--- config.mk ---
export PLATFORM = sky130hd
export DESIGN_NAME = mbus_arbiter
export DESIGN_NICKNAME = d
export VERILOG_FILES = /design/src/rtl/mbarb_pkg.sv /design/src/rtl/mbarb_rr.sv /design/src/rtl/mbarb_alloc.sv /design/src/rtl/mbarb_track.sv /design/src/rtl/mbus_arbiter.sv
export SDC_FILE = /design/constraint.sdc
export NUM_CORES = 1
export LEC_CHECK = 0
export ABC_AREA = 1
export BUFFER_PORTS_ARGS = -buffer_cell sky130_fd_sc_hd__buf_4
export CAP_MARGIN = 5
export CELL_PAD_IN_SITES_DETAIL_PLACEMENT = 1
export CELL_PAD_IN_SITES_GLOBAL_PLACEMENT = 1
export CORE_MARGIN = 2
export CORE_UTILIZATION = 25
export CTS_BUF_LIST = sky130_fd_sc_hd__clkbuf_4 sky130_fd_sc_hd__clkbuf_8
export DETAILED_ROUTE_END_ITERATION = 16
export PLACE_DENSITY = 0.5
export SLEW_MARGIN = 20
export SYNTH_ARGS = -nofsm -noshare
export SYNTH_HDL_FRONTEND = slang
export SYNTH_SLANG_ARGS = --single-unit
--- constraint.sdc ---
create_clock -name clk -period 4.65 [get_ports clk]
set_clock_uncertainty 0.15 [all_clocks]
set_input_delay 0.93 -clock clk [delete_from_list [all_inputs] [get_ports clk]]
set_output_delay 0.93 -clock clk [all_outputs]
set_load 0.05 [all_outputs]
--- src/rtl/mbarb_pkg.sv ---
package mbarb_pkg;
  function automatic int idx_w(input int n);
    return (n > 1) ? $clog2(n) : 1;
  endfunction
endpackage

--- src/rtl/mbarb_rr.sv ---
module mbarb_rr #(
  parameter int N  = 4,
  parameter int PW = 2
) (
  input  logic          clk,
  input  logic          rst_n,
  input  logic [N-1:0]  req,
  input  logic          adv,
  output logic          win_vld,
  output logic [PW-1:0] win_idx
);
  logic [PW-1:0] ptr_q, ptr_d;
  int idx;

  always_comb begin
    win_vld = 1'b0;
    win_idx = '0;
    idx     = 0;
    for (int i = 0; i < N; i++) begin
      idx = int'(ptr_q) + i;
      if (idx >= N) idx = idx - N;
      if (!win_vld && req[idx]) begin
        win_vld = 1'b1;
        win_idx = PW'(idx);
      end
    end
  end

  always_comb begin
    ptr_d = ptr_q;
    if (adv) begin
      if (int'(win_idx) == N - 1) ptr_d = '0;
      else                        ptr_d = win_idx + PW'(1);
    end
  end

  always_ff @(posedge clk or negedge rst_n) begin
    if (!rst_n)   ptr_q <= '0;
    else if (adv) ptr_q <= ptr_d;
  end
endmodule

--- src/rtl/mbarb_alloc.sv ---
module mbarb_alloc #(
  parameter int M  = 4,
  parameter int B  = 2,
  parameter int MW = 2,
  parameter int BW = 1,
  parameter int CW = 2
) (
  input  logic          clk,
  input  logic          rst_n,
  input  logic [M-1:0]  win_vld,
  input  logic [B-1:0]  bus_free,
  output logic [M-1:0]  mod_ok,
  output logic [M*BW-1:0] mod_bus,
  output logic [CW-1:0] cnt
);
  logic [MW-1:0] start_q, start_d;
  logic [B-1:0]  taken;
  logic          denied;
  logic          found;
  int            m;

  always_comb begin
    mod_ok  = '0;
    mod_bus = '0;
    cnt     = '0;
    taken   = '0;
    denied  = 1'b0;
    found   = 1'b0;
    m       = 0;
    for (int k = 0; k < M; k++) begin
      m = int'(start_q) + k;
      if (m >= M) m = m - M;
      if (win_vld[m]) begin
        found = 1'b0;
        for (int b = 0; b < B; b++) begin
          if (!found && bus_free[b] && !taken[b]) begin
            found = 1'b1;
            taken[b] = 1'b1;
            mod_bus[m*BW +: BW] = BW'(b);
          end
        end
        if (found) begin
          mod_ok[m] = 1'b1;
          cnt = cnt + CW'(1);
        end else begin
          denied = 1'b1;
        end
      end
    end
  end

  always_comb begin
    if (int'(start_q) == M - 1) start_d = '0;
    else                        start_d = start_q + MW'(1);
  end

  always_ff @(posedge clk or negedge rst_n) begin
    if (!rst_n)      start_q <= '0;
    else if (denied) start_q <= start_d;
  end
endmodule

--- src/rtl/mbarb_track.sv ---
module mbarb_track #(
  parameter int N  = 4,
  parameter int M  = 4,
  parameter int B  = 2,
  parameter int MW = 2,
  parameter int BW = 1
) (
  input  logic            clk,
  input  logic            rst_n,
  input  logic [N-1:0]    gnt,
  input  logic [N*BW-1:0] gnt_bus,
  input  logic [N*MW-1:0] gnt_mod,
  input  logic [N-1:0]    done,
  output logic [B-1:0]    bus_free,
  output logic [M-1:0]    mod_busy,
  output logic [N-1:0]    proc_busy
);
  logic [N-1:0]  pbusy_q, pbusy_d;
  logic [B-1:0]  bhold_q, bhold_d;
  logic [M-1:0]  mbusy_q, mbusy_d;
  logic [BW-1:0] pbus_q [N];
  logic [BW-1:0] pbus_d [N];
  logic [MW-1:0] pmod_q [N];
  logic [MW-1:0] pmod_d [N];
  logic          upd;

  always_comb begin
    pbusy_d = pbusy_q;
    bhold_d = bhold_q;
    mbusy_d = mbusy_q;
    pbus_d  = pbus_q;
    pmod_d  = pmod_q;
    for (int p = 0; p < N; p++) begin
      if (done[p] && pbusy_q[p]) begin
        pbusy_d[p]         = 1'b0;
        bhold_d[pbus_q[p]] = 1'b0;
        mbusy_d[pmod_q[p]] = 1'b0;
      end
    end
    for (int p = 0; p < N; p++) begin
      if (gnt[p]) begin
        pbusy_d[p] = 1'b1;
        pbus_d[p]  = gnt_bus[p*BW +: BW];
        pmod_d[p]  = gnt_mod[p*MW +: MW];
        bhold_d[gnt_bus[p*BW +: BW]] = 1'b1;
        mbusy_d[gnt_mod[p*MW +: MW]] = 1'b1;
      end
    end
  end

  assign upd = (|gnt) || (|(done & pbusy_q));

  always_ff @(posedge clk or negedge rst_n) begin
    if (!rst_n) begin
      pbusy_q <= '0;
      bhold_q <= '0;
      mbusy_q <= '0;
      for (int p = 0; p < N; p++) begin
        pbus_q[p] <= '0;
        pmod_q[p] <= '0;
      end
    end else if (upd) begin
      pbusy_q <= pbusy_d;
      bhold_q <= bhold_d;
      mbusy_q <= mbusy_d;
      pbus_q  <= pbus_d;
      pmod_q  <= pmod_d;
    end
  end

  assign bus_free  = ~bhold_q;
  assign mod_busy  = mbusy_q;
  assign proc_busy = pbusy_q;
endmodule

--- src/rtl/mbus_arbiter.sv ---
module mbus_arbiter
  import mbarb_pkg::*;
#(
  parameter int N_PROC = 4,
  parameter int N_MOD  = 4,
  parameter int N_BUS  = 2,
  localparam int PROC_W = idx_w(N_PROC),
  localparam int MOD_W  = idx_w(N_MOD),
  localparam int BUS_W  = idx_w(N_BUS),
  localparam int CNT_W  = $clog2(N_BUS + 1)
) (
  input  logic                    clk,
  input  logic                    rst_n,
  input  logic [N_PROC-1:0]       req_valid,
  input  logic [N_PROC*MOD_W-1:0] req_mod,
  input  logic [N_PROC-1:0]       done,
  output logic [N_PROC-1:0]       grant,
  output logic [N_PROC*BUS_W-1:0] grant_bus,
  output logic [CNT_W-1:0]        accept_cnt
);
  logic [N_PROC-1:0]      elig [N_MOD];
  logic [N_MOD-1:0]       win_vld;
  logic [PROC_W-1:0]      win_idx [N_MOD];
  logic [N_MOD-1:0]       mod_ok;
  logic [N_MOD*BUS_W-1:0] mod_bus;
  logic [N_BUS-1:0]       bus_free;
  logic [N_MOD-1:0]       mod_busy;
  logic [N_PROC-1:0]      proc_busy;

  always_comb begin
    for (int m = 0; m < N_MOD; m++) begin
      for (int p = 0; p < N_PROC; p++) begin
        elig[m][p] = req_valid[p] && !proc_busy[p] && !mod_busy[m] &&
                     (req_mod[p*MOD_W +: MOD_W] == MOD_W'(m));
      end
    end
  end

  for (genvar g = 0; g < N_MOD; g++) begin : g_mod
    mbarb_rr #(.N(N_PROC), .PW(PROC_W)) u_rr (
      .clk     (clk),
      .rst_n   (rst_n),
      .req     (elig[g]),
      .adv     (mod_ok[g]),
      .win_vld (win_vld[g]),
      .win_idx (win_idx[g])
    );
  end

  mbarb_alloc #(
    .M(N_MOD), .B(N_BUS), .MW(MOD_W), .BW(BUS_W), .CW(CNT_W)
  ) u_alloc (
    .clk      (clk),
    .rst_n    (rst_n),
    .win_vld  (win_vld),
    .bus_free (bus_free),
    .mod_ok   (mod_ok),
    .mod_bus  (mod_bus),
    .cnt      (accept_cnt)
  );

  always_comb begin
    grant     = '0;
    grant_bus = '0;
    for (int p = 0; p < N_PROC; p++) begin
      for (int m = 0; m < N_MOD; m++) begin
        if (mod_ok[m] && win_idx[m] == PROC_W'(p)) begin
          grant[p] = 1'b1;
          grant_bus[p*BUS_W +: BUS_W] = mod_bus[m*BUS_W +: BUS_W];
        end
      end
    end
  end

  mbarb_track #(
    .N(N_PROC), .M(N_MOD), .B(N_BUS), .MW(MOD_W), .BW(BUS_W)
  ) u_track (
    .clk       (clk),
    .rst_n     (rst_n),
    .gnt       (grant),
    .gnt_bus   (grant_bus),
    .gnt_mod   (req_mod),
    .done      (done),
    .bus_free  (bus_free),
    .mod_busy  (mod_busy),
    .proc_busy (proc_busy)
  );
endmodule

== Word level (Yosys, flattened, before mapping) ==
Cells that the tools add are included.

* Output and inout bits: 10
* Input port bits: 18
* Logic and storage cells: 648
* Register bits after elaboration: 32

* Eq/ne operators: 29
* Bitwise operators: 30
* Order comparisons: 76
* Shifts and indexed selects: 12
* Reductions and logical operators: 151
* Add/subtract/negate cells: 47
* Multiplexer cells: 284

{| class="wikitable"
|+ Operators by type and width
! kind !! count
|-
| < comparator 32 x 4 -> 1 bit (second input constant) || 20
|-
| 2-to-1 mux 32 bit || 20
|-
| >= comparator 32 x 4 -> 1 bit (second input constant) || 15
|-
| subtractor 32 x 4 -> 32 bit (second input constant) || 15
|-
| variable part select 1 x 33 -> 4 bit (first input constant) || 8
|-
| 2-to-1 mux 1 bit || 147
|-
| negation 32 -> 33 bit || 4
|-
| variable shift 1 x 33 -> 4 bit (first input constant) || 4
|-
| >= comparator 32 x 1 -> 1 bit (second input constant) || 4
|-
| 2-to-1 mux 4 bit || 32
|-
| logical AND 1 bit || 98
|-
| 2-to-1 mux 2 bit || 38
|-
| binary-select mux 1 bit (select 2 bit) || 20
|-
| == test 2 bit (second input constant) || 16
|-
| adder 2 x 2 -> 3 bit (second input constant) || 10
|-
| zero test 1 bit || 30
|-
| bitwise mux 4 bit || 7
|-
| OR 4 bit || 7
|-
| == test 2 x 1 -> 1 bit (second input constant) || 13
|-
| bitwise AND 4 bit || 6
|-
| demux 1 bit (select 2 bit) || 12
|-
| < comparator 2 x 3 -> 1 bit (second input constant) || 8
|-
| subtractor 2 x 3 -> 4 bit (second input constant) || 5
|-
| adder 2 x 1 -> 2 bit (second input constant) || 8
|-
| other kinds (15) || 82
|}

== Logic depth before layout (Yosys ltp) ==
* Word-level depth: 71
* Mapped depth: 27
* Depth with buffers taken out: 27

== By module ==
A second synthesis with hierarchy kept.

* Cell total of the unflattened synthesis: 712
* Area total of the unflattened synthesis: 4246.6 um^2

{| class="wikitable"
|+ By module, submodules not included
! module !! seq. area each (um^2) !! cells an instance !! times used !! area an instance (um^2)
|-
| mbarb_rr || 50.0 || 74 || 4 || 400.4
|-
| mbarb_track || 550.5 || 161 || 1 || 1149.9
|-
| mbarb_alloc || 50.0 || 156 || 1 || 984.7
|-
| mbus_arbiter || 0.0 || 99 || 1 || 510.5
|}

== Worst setup path before layout ==
OpenSTA, ideal clock, no wires.

* Kind: input port to output port
* From: input port req_mod[2]
* To: output port accept_cnt[1]
* Data required time: 3.570 ns
* Path buffers: 1
* Data arrival time: 3.832 ns
* Cell stages on the path: 21
* Path slack: -0.262 ns
* Cell sequence: buf_4 -> nand2_1 -> inv_1 -> nand3_1 -> nand2_1 -> nand3_1 -> nand2_2 -> nor2_4 -> nand3_1 -> nand2_1 -> nand3_1 -> nand2_2 -> nor2_4 -> o21ai_2 -> ha_1 -> nand2_1 -> nand2_1 -> or2_2 -> nand2_1 -> nand2_1 -> xnor2_1

* Longest elaborated chain between the ends: 38
* Elaborated cells on any way between the ends: 155
* Those cells by class: 3 x add/sub; 3 x eq/ne; 102 x mux; 47 x reduce/logical

{| class="wikitable"
|+ Ends and longest elaborated chain
! item !! RTL line !! source
|-
| from (decl) || mbus_arbiter.sv:15 || <nowiki>input logic [N_PROC*MOD_W-1:0] req_mod,</nowiki>
|-
| parallel branches: the longest is 37 deep, another holds == test 2 x 1 -> 1 bit || -- ||
|-
| 2-to-1 mux 2 bit (*) || mbarb_alloc.sv:33 || <nowiki>if (win_vld[m]) begin</nowiki>
|-
| to (decl) || mbus_arbiter.sv:19 || <nowiki>output logic [CNT_W-1:0] accept_cnt</nowiki>
|}

Mark *: on every way between the ends. The select of a mux whose other input is x is not followed.

== Worst setup path in the final report ==
* From: input port req_valid[1]
* To: output port grant_bus[3]

* Longest elaborated chain between the ends: 45
* Elaborated cells on any way between the ends: 203
* Those cells by class: 4 x eq/ne; 141 x mux; 3 x bitwise; 55 x reduce/logical

{| class="wikitable"
|+ Ends and longest elaborated chain
! item !! RTL line !! source
|-
| from (decl) || mbus_arbiter.sv:14 || <nowiki>input logic [N_PROC-1:0] req_valid,</nowiki>
|-
| logical AND 1 bit (*) || mbus_arbiter.sv:33 || <nowiki>elig[m][p] = req_valid[p] && !proc_busy[p] && !mod_busy[m] &&</nowiki>
|-
| logical AND 1 bit (2 in series) || mbus_arbiter.sv:33 ||
|-
| binary-select mux 1 bit (select 2 bit) || mbarb_rr.sv:22 || <nowiki>if (!win_vld && req[idx]) begin</nowiki>
|-
| 2-to-1 mux 1 bit (implied by the code) (2 in series) || mbarb_rr.sv:22 ||
|-
| 2-to-1 mux 1 bit || mbarb_rr.sv:22 ||
|-
| zero test 1 bit || mbarb_rr.sv:22 ||
|-
| logical AND 1 bit || mbarb_rr.sv:22 ||
|-
| 2-to-1 mux 1 bit || mbarb_rr.sv:22 ||
|-
| [25 not listed] || -- ||
|-
| bitwise mux 4 bit || mbarb_alloc.sv:39 || <nowiki>mod_bus[m*BW +: BW] = BW'(b);</nowiki>
|-
| 2-to-1 mux 4 bit || mbarb_alloc.sv:36 || <nowiki>if (!found && bus_free[b] && !taken[b]) begin</nowiki>
|-
| 2-to-1 mux 4 bit || mbarb_alloc.sv:33 ||
|-
| bitwise mux 4 bit || mbarb_alloc.sv:39 ||
|-
| 2-to-1 mux 4 bit || mbarb_alloc.sv:36 ||
|-
| 2-to-1 mux 4 bit || mbarb_alloc.sv:33 ||
|-
| 2-to-1 mux 1 bit (3 in series) || mbus_arbiter.sv:67 || <nowiki>if (mod_ok[m] && win_idx[m] == PROC_W'(p)) begin</nowiki>
|-
| 2-to-1 mux 1 bit (*) || mbus_arbiter.sv:67 ||
|-
| to (decl) || mbus_arbiter.sv:18 || <nowiki>output logic [N_PROC*BUS_W-1:0] grant_bus,</nowiki>
|}

Mark *: on every way between the ends. The rest lies on a longest branch, timed or not. The select of a mux whose other input is x is not followed.

==> results by group <==
GRT
  – Total global-route track usage: between 20% and 30%
  – Overflow left after global routing: 0
  – Global-route wire length before repair: 28800 um
  – Initial antenna violation count: 0
  – Pin count of the biggest net entering global routing: 33
  – Vias in the first global route: roughly 5300

Floorplanning
  – Number of placement rows: between 40 and 50
  – Top-level I/O count: 28
  – Placeable core region: between 15000 and 20000 um2
  – Die Footprint: around 17000 um2
  – Starting Density: roughly a quarter
  – Die extent in y: 130 um
  – Die outline width: roughly 130 um

Synth
  – Most instantiated cells after synthesis: sky130_fd_sc_hd__nand2_1, sky130_fd_sc_hd__inv_1, sky130_fd_sc_hd__nand3_1, sky130_fd_sc_hd__nor2_1, sky130_fd_sc_hd__o21ai_0
  – Yosys top cell by area: sky130_fd_sc_hd__dfrtp_1
  – Post-synth ARST share: 100%
  – Ys Warns: 0
  – Top area cells in the synthesized netlist: sky130_fd_sc_hd__dfrtp_1, sky130_fd_sc_hd__nand2_1, sky130_fd_sc_hd__nand3_1
  – Post-Synthesis Cells: 649
  – Most common cell in the netlist: sky130_fd_sc_hd__nand2_1
  – Post-synthesis register bit count: 32
  – Commonest register cell after synthesis: sky130_fd_sc_hd__dfrtp_1
  – Unique masters post-synth: 42
  – Seq/Total Area, Yosys: about a fifth
  – Mean instance size in the synthesized netlist: approximately 6.2 um2
  – Count of flip-flops with a built-in enable after synthesis: 0
  – Post-synth top area share: 20.0%
  – Post-Syn Nets: between 600 and 700
  – Netlist Area Pre-Place: between 3000 and 4000 um2

Hold path
  – Sink of the worst hold path: u_track.pbus_q[0]$_DFFE_PN0P_
  – Hold path cells: 2
  – Start point of the worst min-delay path: u_track.pbus_q[0]$_DFFE_PN0P_
  – Type of the tightest min-delay check: register to register

Layout
  – P&R area growth vs syn: 59.8%
  – Number of nets in the final layout: slightly below 900
  – Total non-filler cell area in the finished layout: 6390 um2
  – Filler-free cell count of the finished design: 1039
  – Fraction of final layout cells with drive strength greater than 1: between 40% and 50%
  – Number of inserted diodes: 0

Setup path
  – Reg2reg start: g_mod[0].u_rr.ptr_q[0]$_DFFE_PN0P_
  – Max FO, Critical Path: 4
  – Critical Path Sink Type: primary output
  – Critical R2R Capture: u_track.mod_busy[3]$_DFFE_PN0P_
  – Setup slack, reg-to-reg: between 800 and 900 ps
  – Logic depth of the worst register-to-register path: 24
  – Data arrival at the endpoint of the critical path: between 3000 and 4000 ps
  – Required time at the endpoint of the critical path: ~3600 ps
  – Worst setup path class: primary input to primary output
  – Critical Path Source Type: primary input

Timing
  – Final Max Tran Viols: 0
  – Setup Total Neg Slack: -357 ps
  – Time the final worst path needs with I/O delays and setup: about 4700 ps
  – Final Worst Setup Slack: -75.5 ps
  – RSZ-0062 raised after global routing: true
  – Final-report hold violation count: 0
  – Relative slew slack: between 60% and 70%
  – Upper clock frequency limit: between 200 and 250 MHz
  – Transition time at the pin with the least slew margin: about 500 ps
  – Final setup violation count: 9
  – Final cycle utilization of the critical path: 102%

Clocking
  – Clock-pin slew on the worst setup and hold paths: approximately 80 ps
  – Clk buf depth: 2
  – Insertion delay to the later sink of the worst-skew pair: 320 ps
  – Number of buffers created by CTS: 5
  – Max H-tree Level: 2
  – Buffer cell driving the clock tree root: sky130_fd_sc_hd__clkbuf_8
  – CTS tree: built
  – Hold_buf cts: 0
  – Clock Sinks: 32

Place
  – HPWL after detailed placement: around 14000 um
  – Placed cell count: 985
  – Gpl congestion: 0.903
  – Area of placed instances: around 5200 um2
  – Count of buffers inserted at the top-level ports: 27

Drt
  – Per-cell via count in the routed design: 4.82
  – 1st-iter DRT viols: roughly 150
  – Number of design rule violations left after detail routing: 0
  – Drt first pass iters: 4
  – WL final: between 15000 and 20000 um
  – Total number of vias: 5013
  – Detail Route Antenna Nets: 0
  – Routed wirelength normalized by instance count: between 15 and 20 um

Flow run
  – Number of max-cap violations: 0

Run status
  – Result of the run: finished with violations
  – Violations in the final reports: setup timing
==> flip-flops by register name (all words and copies together), names as in the netlist <==
register           flops
g_mod.u_rr.ptr_q       8
u_track.pmod_q         8
u_track.mod_busy       4
u_track.pbus_q         4
u_track.proc_busy      4
u_alloc.start_q        2
u_track.bhold_q        2
==> worst max-delay path, stage by stage <==
cell,delay [ps]
sky130_fd_sc_hd__buf_6,100
sky130_fd_sc_hd__inv_4,50
sky130_fd_sc_hd__nor2_4,40
sky130_fd_sc_hd__buf_12,130
sky130_fd_sc_hd__nand4_1,120
sky130_fd_sc_hd__nand3_2,120
sky130_fd_sc_hd__nand2_2,100
sky130_fd_sc_hd__nand2_2,90
sky130_fd_sc_hd__nor2_4,160
sky130_fd_sc_hd__nand2_2,100
sky130_fd_sc_hd__nand2_2,90
sky130_fd_sc_hd__nand3_2,100
sky130_fd_sc_hd__nand2_4,110
sky130_fd_sc_hd__nor2_4,60
sky130_fd_sc_hd__o21ai_4,260
sky130_fd_sc_hd__buf_6,150
sky130_fd_sc_hd__nand2_2,50
sky130_fd_sc_hd__nand2_4,140
sky130_fd_sc_hd__nor2_4,80
sky130_fd_sc_hd__nor2_4,160
sky130_fd_sc_hd__inv_2,60
sky130_fd_sc_hd__nor2_2,70
sky130_fd_sc_hd__nor2_1,40
sky130_fd_sc_hd__nand2_1,80
sky130_fd_sc_hd__nand2_2,90
sky130_fd_sc_hd__buf_8,160
==> worst max-delay path by stage <==
stage	from	endpoint	slack, ps	depth (start not counted)
after global routing	req_valid[1]	grant_bus[0]	-240	27
after CTS	req_valid[1]	accept_cnt[1]	-20	23
after floorplan	req_mod[2]	accept_cnt[0]	10	20
final	req_valid[1]	grant_bus[3]	-80	26
after global placement	req_valid[3]	grant_bus[2]	-370	25
after detailed placement	req_mod[1]	accept_cnt[1]	-390	22
==> metal layers <==
metal	wire length (um)	vias to the layer above	track usage, %
met5	0	-	0
met4	206	0	3.44
met3	596	15	3.50
met2	8950	54	38.6
met1	8260	2481	29.1
li1	-	2463	-
==> placed cells by master, fill, tap and decap left out, types with 7 or more instances in the layout <==
cell | netlist | final
sky130_fd_sc_hd__o21ai_0 | 36 | 30
sky130_fd_sc_hd__nand3_2 | 6 | 33
sky130_fd_sc_hd__inv_2 | 17 | 19
sky130_fd_sc_hd__a31oi_1 | 8 | 8
sky130_fd_sc_hd__inv_1 | 80 | 70
sky130_fd_sc_hd__buf_8 | 0 | 7
sky130_fd_sc_hd__ha_1 | 25 | 21
sky130_fd_sc_hd__nand3_1 | 71 | 40
sky130_fd_sc_hd__a21oi_1 | 21 | 16
sky130_fd_sc_hd__nand4_1 | 24 | 24
sky130_fd_sc_hd__nand2_1 | 179 | 125
sky130_fd_sc_hd__nor2_4 | 11 | 29
sky130_fd_sc_hd__buf_4 | 2 | 145
sky130_fd_sc_hd__dfrtp_1 | 32 | 32
sky130_fd_sc_hd__buf_6 | 0 | 17
sky130_fd_sc_hd__nor2_1 | 56 | 37
sky130_fd_sc_hd__nand2_2 | 18 | 63
sky130_fd_sc_hd__nor2_2 | 12 | 13
sky130_fd_sc_hd__nand2_4 | 2 | 11
sky130_fd_sc_hd__o21ai_1 | 7 | 7
==> timing repair <==
item,4_1_cts,5_1_grt
endpoints found under the setup margin,10,10
pin swaps,67,59
resized for setup,138,73
buffers inserted,33,13
==> per-stage QoR <==
step | hold WS (ps) | setup WS (ps) | utilization (%)
3_5_place_dp | 351 | -390 | 33.0
6_report | 371 | -75.5 | 40.5
4_1_cts | 374 | -23.4 | 38.3
2_1_floorplan | 317 | 10.3 | -
5_1_grt | 409 | -244 | 40.5
3_3_place_gp | 341 | -371 | 33.0
==> cell type report <==
| type | count | area (um2) |
|---|---|---|
| timing repair buffer | 171 | 1430 |
| multi-input combinational | 513 | 3400 |
| sequential | 32 | 801 |
| clock inverter | 3 | 23.8 |
| inverter | 99 | 395 |
| tap | 216 | 270 |
| fill | 2016 | 9380 |
| clock buffer | 5 | 68.8 |
==> kinds of logic after synthesis <==
| kind of cell | after synthesis | synth area share, % |
|---|---|---|
| AOI/OAI and AO/OA | 92 | 13.2 |
| xor gates and xnor gates | 6 | 2.07 |
| adders and majority gates | 25 | 7.82 |
| buffers and inverters | 104 | 10.0 |
| DFF | 32 | 20.0 |
| and+or+nand+nor | 390 | 46.8 |
Power is not shown: default switching activity piles up to over one toggle a cycle in this logic, so the estimate is an artifact.
